===== src/rtl/wclk_pkg.sv =====
package wclk_pkg;

   typedef struct packed {
      logic [3:0] tens;
      logic [3:0] units;
   } bcd2_t;

   typedef enum logic [1:0] {
      KF_IDLE = 2'd0,
      KF_ONE  = 2'd1,
      KF_HELD = 2'd2
   } kf_state_t;

   localparam logic [6:0] SEG_DASH = 7'b1000000;

   // segment pattern, bit 6 = g ... bit 0 = a
   function automatic logic [6:0] seg_code(input logic [3:0] d);
      logic [6:0] s;
      case (d)
         4'd0:    s = 7'b0111111;
         4'd1:    s = 7'b0000110;
         4'd2:    s = 7'b1011011;
         4'd3:    s = 7'b1001111;
         4'd4:    s = 7'b1100110;
         4'd5:    s = 7'b1101101;
         4'd6:    s = 7'b1111101;
         4'd7:    s = 7'b0000111;
         4'd8:    s = 7'b1111111;
         4'd9:    s = 7'b1100111;
         default: s = 7'b0000000;
      endcase
      return s;
   endfunction

endpackage


===== src/rtl/wclk_strobe.sv =====
module wclk_strobe #(
   parameter int unsigned DIV = 2
) (
   input  logic clk,
   input  logic rst,
   output logic pulse
);
   localparam int unsigned CW = (DIV > 2) ? $clog2(DIV) : 1;
   localparam logic [CW-1:0] LAST = CW'(DIV - 1);

   if (DIV < 2) begin : g_bad_div
      $error("wclk_strobe: DIV must be at least 2");
   end

   logic [CW-1:0] cnt;

   always_ff @(posedge clk) begin
      if (rst)              cnt <= '0;
      else if (cnt == LAST) cnt <= '0;
      else                  cnt <= cnt + 1'b1;
   end

   assign pulse = (cnt == LAST);
endmodule


===== src/rtl/wclk_keyflt.sv =====
module wclk_keyflt
   import wclk_pkg::*;
(
   input  logic clk,
   input  logic rst,
   input  logic en,
   input  logic sample,
   input  logic key_n,
   output logic held
);
   logic [1:0] sync_q;
   kf_state_t  st;

   always_ff @(posedge clk) begin
      if (rst) sync_q <= 2'b11;
      else     sync_q <= {sync_q[0], key_n};
   end

   always_ff @(posedge clk) begin
      if (rst || !en) begin
         st <= KF_IDLE;
      end else if (sample) begin
         if (sync_q[1])          st <= KF_IDLE;
         else if (st == KF_IDLE) st <= KF_ONE;
         else                    st <= KF_HELD;
      end
   end

   assign held = (st == KF_HELD);
endmodule


===== src/rtl/wclk_bcd_field.sv =====
module wclk_bcd_field
   import wclk_pkg::*;
#(
   parameter logic [7:0] LAST = 8'h59
) (
   input  logic       clk,
   input  logic       rst,
   input  logic       clr,
   input  logic       step,
   output logic [7:0] val
);
   if (LAST[3:0] > 4'd9 || LAST[7:4] > 4'd9) begin : g_bad_last
      $error("wclk_bcd_field: LAST must be two BCD digits");
   end

   bcd2_t q;

   always_ff @(posedge clk) begin
      if (rst || clr) begin
         q <= '0;
      end else if (step) begin
         if (q == LAST) begin
            q <= '0;
         end else if (q.units == 4'd9) begin
            q.units <= 4'd0;
            q.tens  <= q.tens + 4'd1;
         end else begin
            q.units <= q.units + 4'd1;
         end
      end
   end

   assign val = q;
endmodule


===== src/rtl/wclk_scan.sv =====
module wclk_scan
   import wclk_pkg::*;
(
   input  logic       clk,
   input  logic       rst,
   input  logic       step,
   input  logic [7:0] hr,
   input  logic [7:0] mn,
   input  logic [7:0] sc,
   output logic [6:0] seg,
   output logic [7:0] dig_n
);
   logic [2:0] pos;
   logic [3:0] digit;
   logic       dash;

   always_ff @(posedge clk) begin
      if (rst)       pos <= '0;
      else if (step) pos <= pos + 3'd1;
   end

   always_comb begin
      dash  = 1'b0;
      digit = 4'd0;
      case (pos)
         3'd0: digit = hr[7:4];
         3'd1: digit = hr[3:0];
         3'd2: dash  = 1'b1;
         3'd3: digit = mn[7:4];
         3'd4: digit = mn[3:0];
         3'd5: dash  = 1'b1;
         3'd6: digit = sc[7:4];
         default: digit = sc[3:0];
      endcase
   end

   assign seg   = dash ? SEG_DASH : seg_code(digit);
   assign dig_n = ~(8'd1 << pos);
endmodule


===== src/rtl/wallclock_core.sv =====
module wallclock_core #(
   parameter int unsigned CLK_HZ    = 50_000_000,
   parameter int unsigned TICK_HZ   = 1,
   parameter int unsigned REPEAT_HZ = 10,
   parameter int unsigned SCAN_HZ   = 1000,
   parameter int unsigned SAMPLE_HZ = 200
) (
   input  logic       clk,
   input  logic       rst,
   input  logic       key_en,
   input  logic       hr_key_n,
   input  logic       min_key_n,
   input  logic       sec_key_n,
   output logic [7:0] hr_bcd,
   output logic [7:0] min_bcd,
   output logic [7:0] sec_bcd,
   output logic [6:0] seg,
   output logic [7:0] dig_n
);
   localparam int N_STB   = 4;
   localparam int ST_TICK = 0;
   localparam int ST_REP  = 1;
   localparam int ST_SCAN = 2;
   localparam int ST_SAMP = 3;
   localparam int unsigned RATE [N_STB] = '{TICK_HZ, REPEAT_HZ, SCAN_HZ, SAMPLE_HZ};
   localparam int N_KEY = 3;

   logic [N_STB-1:0] stb;
   logic [N_KEY-1:0] keys_n, held;

   for (genvar g = 0; g < N_STB; g++) begin : g_stb
      if (RATE[g] == 0 || CLK_HZ % RATE[g] != 0) begin : g_bad_rate
         $error("wallclock_core: every rate must divide CLK_HZ exactly");
      end
      wclk_strobe #(.DIV(CLK_HZ / RATE[g])) u_div (
         .clk(clk), .rst(rst), .pulse(stb[g])
      );
   end

   assign keys_n = {sec_key_n, min_key_n, hr_key_n};

   for (genvar k = 0; k < N_KEY; k++) begin : g_key
      wclk_keyflt u_flt (
         .clk(clk), .rst(rst), .en(key_en), .sample(stb[ST_SAMP]),
         .key_n(keys_n[k]), .held(held[k])
      );
   end

   logic hr_adj, min_adj, sec_clr;
   logic sec_step, sec_carry, min_step, min_carry, hr_step;

   assign hr_adj  = held[0];
   assign min_adj = held[1];
   assign sec_clr = held[2];

   assign sec_step  = stb[ST_TICK];
   assign sec_carry = sec_step && !sec_clr && (sec_bcd == 8'h59);
   assign min_step  = min_adj ? stb[ST_REP] : sec_carry;
   assign min_carry = !min_adj && sec_carry && (min_bcd == 8'h59);
   assign hr_step   = hr_adj ? stb[ST_REP] : min_carry;

   wclk_bcd_field #(.LAST(8'h59)) u_sec (
      .clk(clk), .rst(rst), .clr(sec_clr), .step(sec_step), .val(sec_bcd)
   );
   wclk_bcd_field #(.LAST(8'h59)) u_min (
      .clk(clk), .rst(rst), .clr(1'b0), .step(min_step), .val(min_bcd)
   );
   wclk_bcd_field #(.LAST(8'h23)) u_hr (
      .clk(clk), .rst(rst), .clr(1'b0), .step(hr_step), .val(hr_bcd)
   );

   wclk_scan u_scan (
      .clk(clk), .rst(rst), .step(stb[ST_SCAN]),
      .hr(hr_bcd), .mn(min_bcd), .sc(sec_bcd),
      .seg(seg), .dig_n(dig_n)
   );
endmodule


===== config.mk =====
export PLATFORM = sky130hd
export DESIGN_NAME = wallclock_core
export DESIGN_NICKNAME = d
export VERILOG_FILES = /design/src/rtl/wclk_pkg.sv /design/src/rtl/wclk_strobe.sv /design/src/rtl/wclk_keyflt.sv /design/src/rtl/wclk_bcd_field.sv /design/src/rtl/wclk_scan.sv /design/src/rtl/wallclock_core.sv
export SDC_FILE = /design/constraint.sdc
export NUM_CORES = 1
export LEC_CHECK = 0
export CORE_UTILIZATION = 59
export DETAILED_ROUTE_END_ITERATION = 12
export PLACE_DENSITY = 0.8
export REMOVE_ABC_BUFFERS = 1
export SYNTH_ARGS = -nofsm -noshare
export SYNTH_HDL_FRONTEND = slang
export SYNTH_SLANG_ARGS = --single-unit

===== constraint.sdc =====
create_clock -name clk -period 3.9 [get_ports clk]
set_clock_uncertainty 0.1 [all_clocks]
set_input_delay 0.585 -clock clk [delete_from_list [all_inputs] [get_ports clk]]
set_output_delay 0.585 -clock clk [all_outputs]
set_load 0.02 [all_outputs]

**Word level (Yosys, flattened, before mapping)**

Memories as Yosys holds them, arrays and structs flattened.
Index checks and enable logic that the tools add are counted.

- Divide/modulo/power cells: 0
- Shifts and indexed selects: 1
- $mul: 0
- $lt $le $gt $ge: 0
- Add/sub/neg operators: 11
- Equality and inequality tests: 19
- Bitwise operators: 1
- Multiplexer cells: 20
- Reduce and logical (&&, ||, !) cells: 24

Operator list:

| kind | count |
|---|---|
| 26-bit by 1-bit adder with 26-bit output (second input constant) | 1 |
| 26-bit equality test (second input constant) | 1 |
| 4-bit by 1-bit adder with 4-bit output (second input constant) | 6 |
| 4-bit 2-to-1 mux | 6 |
| 8-bit 2-to-1 mux | 3 |
| 4-bit one-hot mux with 6 select lines | 1 |
| 23-bit by 1-bit adder with 23-bit output (second input constant) | 1 |
| 23-bit equality test (second input constant) | 1 |
| 18-bit by 1-bit adder with 18-bit output (second input constant) | 1 |
| 18-bit equality test (second input constant) | 1 |
| 16-bit by 1-bit adder with 16-bit output (second input constant) | 1 |
| 16-bit equality test (second input constant) | 1 |
| 8-bit by 7-bit equality test with 1-bit output (second input constant) | 2 |
| 4-bit equality test (second input constant) | 3 |
| 2-bit 2-to-1 mux | 6 |
| 2-bit OR reduction | 5 |
| 3-bit equality test (second input constant) | 3 |
| 8-bit by 6-bit equality test with 1-bit output (second input constant) | 1 |
| 8-bit NOT | 1 |
| 1-bit by 3-bit << shifter with 8-bit output (first input constant) | 1 |
| 7-bit 2-to-1 mux | 1 |
| 2-bit equality test (second input constant) | 3 |
| 3-bit by 2-bit equality test with 1-bit output (second input constant) | 2 |
| 2-bit zero test | 3 |
| 9 further kinds | 21 |

- Logic and storage cells: 94
- Memory bits (writable): 0
- Latch bits: 0
- Memories kept: 1
- Input bits: 6
- Bits in read-only memories: 112
- Output and inout port bits: 39
- Flip-flop bits (word level): 122

Memories:

| name | words | bits a word | rd ports | clocked after memory_dff | wr ports | RTL line | RTL |
|---|---|---|---|---|---|---|---|
| (name not given) | 16 | 7 | 1 | 0 | 0 | wclk_pkg.sv:19 | `case (d)` |

**Logic depth before layout (Yosys ltp)**

- Depth in word-level cells: 8
- Gate-level depth with buffers: 12

**Hierarchy**

A second synthesis with hierarchy kept.

- Cell total of the unflattened synthesis: 712
- Area total of the unflattened synthesis: 6339.8 um^2

By module, submodules not included:

| module | instances | area an instance (um^2) | cells each |
|---|---|---|---|
| wclk_strobe (g_stb[0].u_div) | 1 | 1257.5 | 147 |
| wclk_strobe (g_stb[1].u_div) | 1 | 1129.8 | 124 |
| wclk_strobe (g_stb[3].u_div) | 1 | 825.8 | 94 |
| wclk_bcd_field (u_min ...) | 2 | 389.1 | 41 |
| wclk_strobe (g_stb[2].u_div) | 1 | 710.7 | 81 |
| wclk_scan | 1 | 688.2 | 85 |
| wclk_bcd_field (u_hr) | 1 | 431.7 | 49 |
| wclk_keyflt | 3 | 142.6 | 13 |
| wallclock_core | 1 | 90.1 | 11 |

**Least setup slack after synthesis**

No wires, ideal clock.

- Kind: register to output
- Start: register u_scan.pos[2]
- End: output port seg[5]
- Setup slack: 95 ps
- Buffers on the path: 2
- Arrival: 3120 ps
- Stages on the path, launching flop included: 11
- Path through: dfxtp_1 > buf_1 > inv_1 > ha_1 > or4_1 > buf_6 > o22ai_2 > inv_1 > ha_1 > or2_0 > a311oi_1

- Longest elaborated chain between the ends: 5

RTL lines:

| element | RTL line | RTL |
|---|---|---|
| start: declaration | wclk_scan.sv:13 | `logic [2:0] pos;` |
| start signal: assignment | wclk_scan.sv:19 | `else if (step) pos <= pos + 3'd1;` |
| 3-bit by 2-bit equality test with 1-bit output or 3-bit equality test (tied branches) | wclk_scan.sv:25 | `case (pos)` |
| 2-bit OR reduction (no line) | n/a |  |
| 4-bit one-hot mux with 6 select lines | wclk_scan.sv:25 |  |
| memory 16 x 7 bit | n/a |  |
| 7-bit 2-to-1 mux * | wclk_scan.sv:37 | `assign seg = dash ? SEG_DASH : seg_code(digit);` |
| end: declaration | wallclock_core.sv:17 | `output logic [6:0] seg,` |

Every way passes the cells marked *; elsewhere a longest branch is shown, timed or not.

**Worst setup path in the final report**

- Start: register u_scan.pos[0]
- End: output port seg[5]

Same word-level chain as after synthesis.

==> out/metrics.cfg <==
[clock_tree]
cts_buffers=17
clk_latency_ns=0.53
max-clock-path-buffers=2
tritoncts=done
htree_num_levels=4
postCtsSetupBuffers=0
cts.clk_slew.worst_paths_ns=0.06
holdBufCountCts=0
cts_sinks=122
cts.root.buffer_cell=sky130_fd_sc_hd__clkbuf_8

[detailed_routing]
wire_per_inst_um=15.32
vias_per_cell=5.840
routed_wirelength_um=13990
post-route-drc-count=0
detailedRoute.firstIterationViolations=279
via_count=5332
postRouteAntennaNets=0
drt_first_pass_iters=5

[floorplan]
start_util_pct=60.84
ios=45
die_x_um=104.9
design.core.area_sq_um=10280
rows=37
die-area_sq_um=11010
die_height_um=104.9

[timing]
timing.slew.headroom_pct=19.67
finalWorstPathRequiredPeriod_ns=3.783
hold_violations=0
timing.final.max_slew_violations=0
max_freq_ghz=0.2643
setup_total_negative_slack_ns=0
finalSetupViolCount=0
min_period_over_period_pct=97.00
slew_at_the_pin_closest_to_its_max_slew_limit_ns=1.194
final_critical_path_setup_slack_ns=0.1170

[pwr]
pwr-share-comb_pct=2.7
share_clk_of_total_power_pct=54.8
report.power.total_mw=3.004
switching_share_pct=21.72
power_density_nw_per_um2=404.4
power.sequential.fraction_pct=42.5
ir_worst_vdd_uv=350.1
static-leakage-power_nw=2.651
power_report.internal_total_mw=2.352
p_sw_uw=652.6

[cells_and_area]
final_cell_count_no_fill=913
fin_nets=797
share_of_final_layout_standard_cells_stronger_than_drive_strength_1_pct=10.94
layout.cells.most_common=sky130_fd_sc_hd__dfxtp_1
layout-area-overhead-vs-synth_pct=18.81
commonest_non_fill_non_tap_cells_in_the_layout=sky130_fd_sc_hd__dfxtp_1, sky130_fd_sc_hd__nor2_1, sky130_fd_sc_hd__nand2_1
n_fill_cell=765
insertedDiodeCount=0

[synth]
instance_count_of_the_mapped_netlist=717
synth-main-ff-cell=sky130_fd_sc_hd__dfxtp_1
avgSynthCellArea_sq_um=8.720
netlist.area_leader.share_pct=39.06
async_reset_ff_share_pct=0
synth.cell_area_sq_um=6252
number_of_warnings_printed_during_yosys_synthesis=0
yosysSeqAreaShare_pct=39.06
ys_ff_latch=122
synth_edf_count=0
synth_top_cell_by_area=sky130_fd_sc_hd__dfxtp_1
ys_types=74
synth.top_cells.by_area=sky130_fd_sc_hd__dfxtp_1, sky130_fd_sc_hd__nor2_1, sky130_fd_sc_hd__xnor2_1

[worst_setup_path]
critical_path.most_common_cell=sky130_fd_sc_hd__ha_1
setup.worst_path.start_class=flip-flop
worst-r2r-setup-slack_ns=1.33
timing.critical_path.fanout_max=5
critPathSlowestCell=sky130_fd_sc_hd__or4_4
r2r.worst_path.cells=6
rr_endpoint=u_min.val[4]
max_stage_delay_ns=0.53
timing.critical_path.cells=ha_2 -> ha_1 -> or4_4 -> nor2_2 -> a31o_2 -> inv_1 -> ha_1 -> or2_0 -> a311oi_1 -> buf_2
endpoint=seg[5]
crit_arrival_ns=3.10
worstPathRequired_ns=3.21
timing.setup.critical_path_class=flip-flop to primary output
cp-startpoint=u_scan.pos[0]
r2r-start=g_stb[0].u_div.cnt[0]
endpoint_kind=primary output

[run_status]
outcome=completed

[worst_hold_path]
worstHoldPathType=flip-flop to flip-flop

[grt]
grt_overflow_total=0
global_route_wire_length_before_repair_um=23650
initial_antenna_violation_count=0
global_route.usage.total_pct=26.67
number_of_global_route_vias_before_repair=5215
grt_max_degree=39

[place]
post-dp-hpwl_um=9532
dp_slack_ns=0.04841
gp_congestion=0.8516
buffer_ports.inserted=44
dp_cells=881

[flow_run]
max_cap_violations=0

==> metrics by stage <==
step / area, sq um / hold slack (ns) / utilization, %
final: 7428 / 0.3090 / 72.28
after global routing: 7428 / 0.3198 / 72.28
after CTS: 7405 / 0.3105 / 72.05
after detailed placement: 6785 / 0.2959 / 66.02
after global placement: 6785 / 0.2916 / 66.02
after floorplan: 6137 / 0.2895 / -
==> registers in the layout, indices dropped and copies added, names as in the netlist <==
signal              flops
g_key.u_flt.st          6
g_key.u_flt.sync_q      6
g_stb.u_div.cnt        83
u_hr.val                8
u_min.val               8
u_scan.pos              3
u_sec.val               8
==> what timing repair did <==
item,4_1_cts,5_1_grt
endpoints found under the setup margin,7,6
pin swaps,0,2
gates resized for setup,20,8
==> layout make-up <==
type | count | area (sq um) | share of cell area [%]
Multi-Input combinational cell | 544 | 3613 | 48.64
Timing Repair Buffer | 49 | 465.4 | 6.266
Clock inverter | 14 | 193.9 | 2.611
Inverter | 30 | 112.6 | 1.516
Sequential cell | 122 | 2445 | 32.91
Tap cell | 136 | 170.2 | 2.291
Clock buffer | 18 | 427.9 | 5.760
==> synth_stat cells, types with 9 or more instances <==
library cell / instances
sky130_fd_sc_hd__nand4_1: 20
sky130_fd_sc_hd__clkbuf_1: 10
sky130_fd_sc_hd__ha_1: 27
sky130_fd_sc_hd__nor2_1: 111
sky130_fd_sc_hd__nor4_1: 11
sky130_fd_sc_hd__xor2_1: 33
sky130_fd_sc_hd__nor4b_1: 9
sky130_fd_sc_hd__a21oi_1: 22
sky130_fd_sc_hd__o21ai_0: 10
sky130_fd_sc_hd__nor3_1: 25
sky130_fd_sc_hd__inv_1: 30
sky130_fd_sc_hd__nand2_1: 56
sky130_fd_sc_hd__nand3_1: 42
sky130_fd_sc_hd__xnor2_1: 44
sky130_fd_sc_hd__dfxtp_1: 122
==> layer usage <==
metal  track usage (%)  wire, um  vias up
met5                 0         0        -
met4             11.87       291        0
met3             6.613       639       25
met2             44.99      6880      164
met1             32.10      6175     2536
li1                  -         -     2607
==> worst max-delay path: cells and delay by family, from the launching register on <==
kind / cells / cell delay (ns)
simple gates: 3 / 0.86
fa+ha+maj: 3 / 0.61
compound gates: 2 / 0.45
flops: 1 / 0.34
buf+inv: 2 / 0.29
==> worst min path at each step <==
stage	from	to	slack, ns	cells after the start
4_1_cts	g_key[0].u_flt.sync_q[0]	g_key[0].u_flt.sync_q[1]	0.31	1
3_3_place_gp	g_key[2].u_flt.sync_q[0]	g_key[2].u_flt.sync_q[1]	0.29	1
3_5_place_dp	g_key[0].u_flt.sync_q[0]	g_key[0].u_flt.sync_q[1]	0.30	1
2_1_floorplan	g_key[0].u_flt.sync_q[0]	g_key[0].u_flt.sync_q[1]	0.29	1
6_report	g_key[0].u_flt.sync_q[0]	g_key[0].u_flt.sync_q[1]	0.31	1
5_1_grt	g_key[0].u_flt.sync_q[0]	g_key[0].u_flt.sync_q[1]	0.32	1
==> cells by family after synthesis <==
logic type	after synthesis	share of synthesized area [%]
buffers and inverters	51	3.642
xor gates and xnor gates	77	10.79
and+or+nand+nor	353	30.18
muxes	14	2.402
AOI/OAI and AO/OA	73	8.525
adders and majority gates	27	5.403
DFF	122	39.06
==> power groups by stage <==
stage | combinational (mW) | sequential, mW | clock [mW]
2_1_floorplan | 0.0499 | 1.30 | 0
3_3_place_gp | 0.0788 | 1.30 | 0
3_5_place_dp | 0.0819 | 1.30 | 0
4_1_cts | 0.0823 | 1.28 | 1.66
5_1_grt | 0.0915 | 1.28 | 1.72
6_report | 0.0822 | 1.28 | 1.65
Power figures use the tool's default switching activity.
